**src/rtl/brUnitPkg.sv**
```systemverilog
package brUnitPkg;

  typedef enum logic [1:0] {
    SRC_REL   = 2'b00,
    SRC_ABS   = 2'b01,
    SRC_LINK  = 2'b10,
    SRC_COUNT = 2'b11
  } tgtSrcE;

  // control -> datapath strobes
  typedef struct packed {
    tgtSrcE sel;
    logic   decCtr;
    logic   writeLink;
    logic   takeBranch;
  } brStrobeT;

  localparam logic [3:0] CODE_ALWAYS = 4'd8;

endpackage

```
**src/rtl/brDatapath.sv**
```systemverilog
module brDatapath
  import brUnitPkg::*;
#(
  parameter int ADDR_W = 32,
  parameter int DISP_W = 24
) (
  input  logic              clk,
  input  logic              rstN,
  input  tgtSrcE            sel,
  input  logic [ADDR_W-1:0] instAddr,
  input  logic [DISP_W-1:0] disp,
  input  logic [ADDR_W-1:0] lrIn,
  input  logic [ADDR_W-1:0] ctrIn,
  output logic [ADDR_W-1:0] targetAddr,
  output logic [ADDR_W-1:0] returnAddr,
  output logic [ADDR_W-1:0] ctrDecr,
  output logic              ctrZeroAfter
);

  localparam int EXT_W = ADDR_W - DISP_W;

  logic [ADDR_W-1:0] dispExt;
  logic [ADDR_W-1:0] relSum;
  logic [ADDR_W-1:0] rawTarget;

  assign dispExt = {{EXT_W{disp[DISP_W-1]}}, disp};
  assign relSum  = instAddr + dispExt;

  always_comb begin
    unique case (sel)
      SRC_REL:   rawTarget = relSum;
      SRC_ABS:   rawTarget = dispExt;
      SRC_LINK:  rawTarget = lrIn;
      SRC_COUNT: rawTarget = ctrIn;
      default:   rawTarget = relSum;
    endcase
  end

  // word alignment of every target
  assign targetAddr   = {rawTarget[ADDR_W-1:2], 2'b00};
  assign returnAddr   = instAddr + ADDR_W'(4);
  assign ctrDecr      = ctrIn - ADDR_W'(1);
  assign ctrZeroAfter = (ctrDecr == '0);


  ctr_zero_src_chk: assert property (@(posedge clk) disable iff (!rstN)
    ctrZeroAfter |-> (ctrIn == ADDR_W'(1)));

endmodule

```
**src/rtl/brControl.sv**
```systemverilog
module brControl
  import brUnitPkg::*;
#(
  parameter int CR_FIELDS = 8,
  parameter int FSEL_W    = (CR_FIELDS > 1) ? $clog2(CR_FIELDS) : 1,
  parameter int CR_W      = 4 * CR_FIELDS
) (
  input  logic              clk,
  input  logic              rstN,
  input  logic              issueValid,
  input  logic [1:0]        targetSrc,
  input  logic [3:0]        condCode,
  input  logic [FSEL_W-1:0] fieldSel,
  input  logic              decEn,
  input  logic              decOnZero,
  input  logic              linkFlag,
  input  logic [CR_W-1:0]   crIn,
  input  logic              ctrZeroAfter,
  output brStrobeT          strobe
);

  // fieldBits[k][3:0] = LT, GT, EQ, SO; field 0 sits at the top of crIn
  logic [3:0] fieldBits [CR_FIELDS];

  for (genvar g = 0; g < CR_FIELDS; g++) begin : g_field
    assign fieldBits[g] = crIn[CR_W-1-4*g -: 4];
  end

  logic [3:0] selField;
  logic       testBit;
  logic       codeLegal;
  logic       condOk;
  logic       ctrOk;

  assign selField  = fieldBits[fieldSel];
  assign codeLegal = (condCode <= CODE_ALWAYS);

  always_comb begin
    unique case (condCode[1:0])
      2'd0:    testBit = selField[3];
      2'd1:    testBit = selField[2];
      2'd2:    testBit = selField[1];
      default: testBit = selField[0];
    endcase
  end

  always_comb begin
    if (condCode == CODE_ALWAYS) condOk = 1'b1;
    else if (condCode[3])        condOk = 1'b0;
    else if (condCode[2])        condOk = ~testBit;
    else                         condOk = testBit;
  end

  always_comb begin
    if (!decEn)        ctrOk = 1'b1;
    else if (decOnZero) ctrOk = ctrZeroAfter;
    else               ctrOk = ~ctrZeroAfter;
  end

  always_comb begin
    strobe.sel        = tgtSrcE'(targetSrc);
    strobe.decCtr     = issueValid & codeLegal & decEn;
    strobe.writeLink  = issueValid & codeLegal & linkFlag;
    strobe.takeBranch = issueValid & codeLegal & condOk & ctrOk;
  end


  reserved_code_chk: assert property (@(posedge clk) disable iff (!rstN)
    (issueValid && condCode > CODE_ALWAYS) |->
      (!strobe.takeBranch && !strobe.decCtr && !strobe.writeLink));


  always_taken_chk: assert property (@(posedge clk) disable iff (!rstN)
    (issueValid && condCode == CODE_ALWAYS && !decEn) |-> strobe.takeBranch);

endmodule

```
**src/rtl/brTargetUnit.sv**
```systemverilog
module brTargetUnit
  import brUnitPkg::*;
#(
  parameter int ADDR_W    = 32,
  parameter int DISP_W    = 24,
  parameter int CR_FIELDS = 8,
  parameter int FSEL_W    = (CR_FIELDS > 1) ? $clog2(CR_FIELDS) : 1,
  parameter int CR_W      = 4 * CR_FIELDS
) (
  input  logic              clk,
  input  logic              rstN,
  input  logic              issueValid,
  input  logic [ADDR_W-1:0] instAddr,
  input  logic [1:0]        targetSrc,
  input  logic [DISP_W-1:0] disp,
  input  logic [3:0]        condCode,
  input  logic [FSEL_W-1:0] fieldSel,
  input  logic              decEn,
  input  logic              decOnZero,
  input  logic              linkFlag,
  input  logic [CR_W-1:0]   crIn,
  input  logic [ADDR_W-1:0] lrIn,
  input  logic [ADDR_W-1:0] ctrIn,
  output logic              resValid,
  output logic              taken,
  output logic [ADDR_W-1:0] target,
  output logic              lrWe,
  output logic [ADDR_W-1:0] lrNew,
  output logic              ctrWe,
  output logic [ADDR_W-1:0] ctrNew
);

  brStrobeT          strobe;
  logic [ADDR_W-1:0] targetAddr;
  logic [ADDR_W-1:0] returnAddr;
  logic [ADDR_W-1:0] ctrDecr;
  logic              ctrZeroAfter;

  brControl #(
    .CR_FIELDS (CR_FIELDS),
    .FSEL_W    (FSEL_W),
    .CR_W      (CR_W)
  ) u_ctrl (
    .clk          (clk),
    .rstN         (rstN),
    .issueValid   (issueValid),
    .targetSrc    (targetSrc),
    .condCode     (condCode),
    .fieldSel     (fieldSel),
    .decEn        (decEn),
    .decOnZero    (decOnZero),
    .linkFlag     (linkFlag),
    .crIn         (crIn),
    .ctrZeroAfter (ctrZeroAfter),
    .strobe       (strobe)
  );

  brDatapath #(
    .ADDR_W (ADDR_W),
    .DISP_W (DISP_W)
  ) u_dp (
    .clk          (clk),
    .rstN         (rstN),
    .sel          (strobe.sel),
    .instAddr     (instAddr),
    .disp         (disp),
    .lrIn         (lrIn),
    .ctrIn        (ctrIn),
    .targetAddr   (targetAddr),
    .returnAddr   (returnAddr),
    .ctrDecr      (ctrDecr),
    .ctrZeroAfter (ctrZeroAfter)
  );

  always_ff @(posedge clk) begin
    if (!rstN) begin
      resValid <= 1'b0;
      taken    <= 1'b0;
      target   <= '0;
      lrWe     <= 1'b0;
      lrNew    <= '0;
      ctrWe    <= 1'b0;
      ctrNew   <= '0;
    end else begin
      resValid <= issueValid;
      taken    <= strobe.takeBranch;
      target   <= issueValid ? targetAddr : '0;
      lrWe     <= strobe.writeLink;
      lrNew    <= strobe.writeLink ? returnAddr : '0;
      ctrWe    <= strobe.decCtr;
      ctrNew   <= strobe.decCtr ? ctrDecr : '0;
    end
  end


  result_follows_issue_chk: assert property (@(posedge clk) disable iff (!rstN)
    (resValid || taken || lrWe || ctrWe) |-> $past(issueValid));


  target_aligned_chk: assert property (@(posedge clk) disable iff (!rstN)
    resValid |-> (target[1:0] == 2'b00));


  lr_new_chk: assert property (@(posedge clk) disable iff (!rstN)
    lrWe |-> (lrNew == $past(instAddr) + ADDR_W'(4)));


  ctr_new_chk: assert property (@(posedge clk) disable iff (!rstN)
    ctrWe |-> (ctrNew == $past(ctrIn) - ADDR_W'(1)));


  old_link_target_chk: assert property (@(posedge clk) disable iff (!rstN)
    (resValid && $past(targetSrc) == 2'b10) |->
      (target[ADDR_W-1:2] == $past(lrIn[ADDR_W-1:2])));


  dec_zero_taken_chk: assert property (@(posedge clk) disable iff (!rstN)
    (taken && $past(decEn) && $past(decOnZero)) |-> (ctrNew == '0));

endmodule

```
**config.mk**
```make
export PLATFORM = sky130hd
export DESIGN_NAME = brTargetUnit
export DESIGN_NICKNAME = d
export VERILOG_FILES = /design/src/rtl/brUnitPkg.sv /design/src/rtl/brDatapath.sv /design/src/rtl/brControl.sv /design/src/rtl/brTargetUnit.sv
export SDC_FILE = /design/constraint.sdc
export NUM_CORES = 1
export LEC_CHECK = 0
export CAP_MARGIN = 30
export CORE_ASPECT_RATIO = 0.75
export CORE_MARGIN = 4
export CORE_UTILIZATION = 41
export DETAILED_ROUTE_END_ITERATION = 7
export DONT_BUFFER_PORTS = 1
export PLACE_DENSITY = 0.66
export REMOVE_ABC_BUFFERS = 1
export SKIP_LAST_GASP = 1
export SLEW_MARGIN = 20
export SYNTH_ARGS = -nofsm -noshare
export SYNTH_HDL_FRONTEND = slang
export SYNTH_SLANG_ARGS = --single-unit
```
**constraint.sdc**
```tcl
create_clock -name clk -period 6.4 [get_ports clk]
set_input_delay 0.64 -clock clk [delete_from_list [all_inputs] [get_ports clk]]
set_output_delay 0.64 -clock clk [all_outputs]
set_load 0.01 [all_outputs]
```
---- After elaboration in Yosys (flattened, before gate mapping) ----
Index checks and enable logic that the tools add are counted.
storage, ports and cells
  logic and storage cells ................. 43
  output and inout port bits .............. 100
  register bits after elaboration ......... 100
  input bits .............................. 167
operators by class
  $add $sub $neg .......................... 3
  $lt $le $gt $ge ......................... 2
  reductions and logical operators ........ 6
  eq/ne operators ......................... 6
  mux-type cells .......................... 10
  bitwise gates (word level) .............. 8
operators with widths
  operator                 count
  $pmux W32 S4             1
  $add A32 B3 Y32 const B  1
  $add A32 B32 Y32         1
  $logic_not A32 Y1        1
  $sub A32 B1 Y32 const B  1
  $bmux W4 S3              1
  $mux W4                  2
  $eq A2 B2 Y1 const B     3
  $reduce_and A2 Y1        3
  $and A1 B1 Y1            5
  $mux W1                  5
  $eq A2 B1 Y1 const B     2
  $eq A4 B4 Y1 const B     1
  $ge A4 B4 Y1 const B     1
  $le A4 B4 Y1 const B     1
  $logic_not A2 Y1         2
  $not A3 Y4               1
  $pmux W1 S3              1
  $not A1 Y1               2

---- Longest topological paths before layout ----
  depth after elaboration ................. 11
  depth in mapped cells ................... 10
  depth with buffers taken out ............ 9

---- Cells and area by module ----
Synthesis repeated with hierarchy kept, for this count alone.
unflattened totals
  cell total of the unflattened synthesis .. 663
  area total of the unflattened synthesis .. 6,401.1 um^2
modules (own cells, without submodules)
  module        sequential area each (um^2)  area an instance (um^2)  cells an instance  times used
  brDatapath    0.0                          3,188.1                  389                1
  brTargetUnit  2,001.9                      2,796.4                  220                1
  brControl     0.0                          416.6                    54                 1

---- Least setup slack after synthesis ----
No wires, ideal clock.
  kind .................................... input-to-reg
  from .................................... in instAddr[11]
  to ...................................... reg target[29]
  data arrival time ....................... 2,810 ps
  library setup time ...................... 132 ps
  required time ........................... 6,268 ps
  path buffers ............................ 0
  stages on the path ...................... 8
  path slack .............................. 3,458 ps
  cells stage by stage .................... ha_1 -> a21oi_1 -> nand2_1 -> a211o_1 -> a2111o_1 -> a41oi_1 -> nor4_1 -> or3b_2
between the ends
  cells in the longest elaborated chain, start to end .. 2
RTL lines
  what                  RTL line            RTL
  from (decl)           brTargetUnit.sv:13  input logic [ADDR_W-1:0] instAddr,
  $add A32 B32 Y32      brDatapath.sv:27    assign relSum = instAddr + dispExt;
  $pmux W32 S4          brDatapath.sv:30    unique case (sel)
  to (signal assigned)  brTargetUnit.sv:87  target <= issueValid ? targetAddr : '0;
  to (decl)             brTargetUnit.sv:26  output logic [ADDR_W-1:0] target,
Every way passes these cells.
A chain may end at the register's enable or synchronous reset.

---- Worst setup path in the final report ----
  from .................................... in ctrIn[1]
  to ...................................... reg taken
between the ends
  cells in the longest elaborated chain, start to end .. 6
RTL lines
  what                  RTL line            RTL
  from (decl)           brTargetUnit.sv:23  input logic [ADDR_W-1:0] ctrIn,
  $sub A32 B1 Y32 *     brDatapath.sv:42    assign ctrDecr = ctrIn - ADDR_W'(1);
  $logic_not A32 Y1 *   brDatapath.sv:43    assign ctrZeroAfter = (ctrDecr == '0);
  $not A1 Y1            brControl.sv:57     else ctrOk = ~ctrZeroAfter;
  $mux W1 *             brControl.sv:56     else if (decOnZero) ctrOk = ctrZeroAfter;
  $mux W1 *             brControl.sv:55     if (!decEn) ctrOk = 1'b1;
  $and A1 B1 Y1 *       brControl.sv:64     strobe.takeBranch = issueValid & codeLegal & condOk & ctrOk;
  to (signal assigned)  brTargetUnit.sv:86  taken <= strobe.takeBranch;
  to (decl)             brTargetUnit.sv:25  output logic taken,
Every way passes the cells marked *; elsewhere a longest branch is shown, timed or not.

==> results by group <==
Run
  – Max-cap violations: 0

Global route
  – Largest net degree at the start of global routing: 53
  – Total grt overflow: 0
  – First-pass GRT wire length: 30600 um
  – Gr usage total: 22.1%
  – Initial antenna violation count: 1
  – Vias in the first global route: 5189

Synth
  – Post-synth top cells: dfxtp_1 (98), nor2_1 (82), a21oi_1 (59)
  – Synth top area cells: dfxtp_1 (30%), mux4_2 (7.3%), ha_1 (6.4%)
  – Number of cells produced by synthesis: 755
  – Ys async rst share: 0%
  – Primary FF master, synth: dfxtp_1
  – Top cell type's share of synthesized area: between 30% and 40%
  – Post-synth cell types: 70
  – Mapped cell area: ~6500 sq um
  – Dominant cell by count in the synthesized netlist: dfxtp_1
  – Seq/Total Area, Yosys: between 30% and 40%
  – Syn_area_per_cell: 8.59 sq um
  – Post-synth EDFFs: 0
  – Number of synthesized register bits: a little under 100
  – Dominant cell type by area after synthesis: dfxtp_1
  – Yosys Warn Count: 0

Setup path
  – Worst EP arrival: ~3.5 ns
  – CP Launch Type: input port
  – Critical path endpoint category: register
  – WS Path Type: input port to register
  – CP required: roughly 6.6 ns
  – Worst-path maximum fanout: 15

Detailed routing
  – Antenna-violating nets left: 0
  – Number of iterations in the first detailed-routing pass: 5
  – Initial DRC count: between 300 and 400
  – Via density: approximately 6
  – Routed len/inst: around 22 um
  – Wirelength, routed: ~21000 um
  – DRC: 0
  – Vias: approximately 5700

Die
  – IO Pins: 267
  – Initial core utilization: 42.2%
  – Die Y: 117 um
  – Die W: 153 um
  – Core area: around 15000 sq um
  – Rows: 39
  – Die Area: about 18000 sq um

Timing
  – Slew Limit Fails: 0
  – Measured slew at the worst slew-check pin: 0.786 ns
  – Crit share post-route: about half
  – TNS Setup: 0 ns
  – Max Clk Rate: 306 MHz
  – Unrepaired setup endpoints after global routing: false
  – Setup WS post-layout: ~3.1 ns
  – Relative slew slack: 47.1%
  – Tmin final: approximately 3.3 ns
  – # setup viols final: 0
  – Final Hold Fails: 0

Cells and area
  – Post-layout util: a little under half
  – N_diodes: 0
  – Nets: 930
  – P&R area growth vs syn: 6.72%
  – Layout cell share with drive strength beyond 1: around 9%

Clock network
  – H-tree depth: 3
  – TritonCTS clock tree: built
  – Clk pin slew, worst setup/hold paths: 0.07 ns
  – TritonCTS Buffers: 9
  – CTS Sinks: ~100
  – Max clock buf depth: 2
  – CTS hold repair buffers: 0
  – # Post-CTS Setup Buffers: 0
  – CTS resizes: 0
  – Clock root buffer: clkbuf_16

Worst hold path
  – Worst min-delay path category: input port to register

Power
  – Leak pwr: roughly 2.6 nW
  – Pwr Density: 215 nW/um^2
  – Max VDD drop: 0.104 mV
  – Post-route total power: 1.48 mW

Place
  – Port Buffers: 0
  – HPWL after DPL: 16500 um
  – Placer's final routability congestion estimate: 0.894
  – Pre-CTS WS: 2.77 ns

Run status
  – Outcome: completed
-- state kept, by name, summed over array words and instances (netlist names) --
register / flops
target: 30
taken: 1
ctrWe: 1
resValid: 1
lrNew: 32
lrWe: 1
ctrNew: 32
-- area by class of cell --
| cell class | instances | area (sq um) |
|---|---|---|
| Multi-Input combinational cell | 596 | 4270 |
| Inverter | 21 | 78.8 |
| Sequential cell | 98 | 1960 |
| Tap cell | 205 | 256 |
| Fill cell | 1517 | 8450 |
| Clock inverter | 4 | 50.0 |
| Clock buffer | 12 | 256 |
| Timing Repair Buffer | 4 | 45.0 |
-- layer usage --
metal,routed length (um),up-vias,GRT usage (%)
li1,-,2723,-
met1,9350,2628,29.9
met2,9050,276,34.3
met3,2070,24,7.28
met4,274,0,5.64
met5,0,-,0
-- critical path, stage by stage --
cell      delay, ns
inv_1          0.06
ha_1           0.27
nor3b_1        0.43
nand4_1        0.62
or4b_1         0.70
a311oi_1       0.33
o21ai_0        0.14
and4b_1        0.26
nor3_1         0.05
-- per-stage QoR --
step / hold WS, ns / cell area (sq um) / cells
finish: 0.356 / 6920 / 940
global route: 0.339 / 6920 / 940
CTS: 0.331 / 6900 / 939
detailed placement: 0.715 / 6600 / 923
global placement: 0.714 / 6580 / 922
floorplan: 0.712 / 6310 / 715
-- power by group --
group	switching, mW	leakage [nW]	internal [mW]
logic	0.138	1.63	0.133
registers	0.0198	0.798	0.631
clock network	0.239	0.145	0.324
total	0.397	2.58	1.09
-- cells in the final DEF, fill, tap and decap left out, drive strengths merged, types with 20 or more instances in the layout --
cell type / n
dfxtp: 98
nor2: 82
a21oi: 59
nand2: 42
xor2: 33
ha: 33
xnor2: 28
o21ai: 27
nor3: 26
nand3: 26
mux4: 22
inv: 21
nand4: 20
-- logic make-up after synthesis --
logic type / count (synthesis) / share of synthesized area, %
buffers and inverters: 62 / 3.94
multiplexers: 44 / 11.3
flip-flops: 98 / 30.3
other: 1 / 0.0578
XOR/XNOR: 61 / 8.24
adder cells (fa/ha/maj): 33 / 6.37
AND/OR/NAND/NOR: 291 / 23.4
AO/OA/AOI/OAI: 165 / 16.4
-- path summary, 6_finish.rpt --
| check | from | endpoint | slack (ns) | cells after the start |
|---|---|---|---|---|
| min | ctrIn[0] | ctrNew[0]$_SDFF_PN0_ | 0.36 | 1 |
| max | ctrIn[1] | taken$_SDFF_PN0_ | 3.13 | 9 |
(Power assumes the default switching activity.)
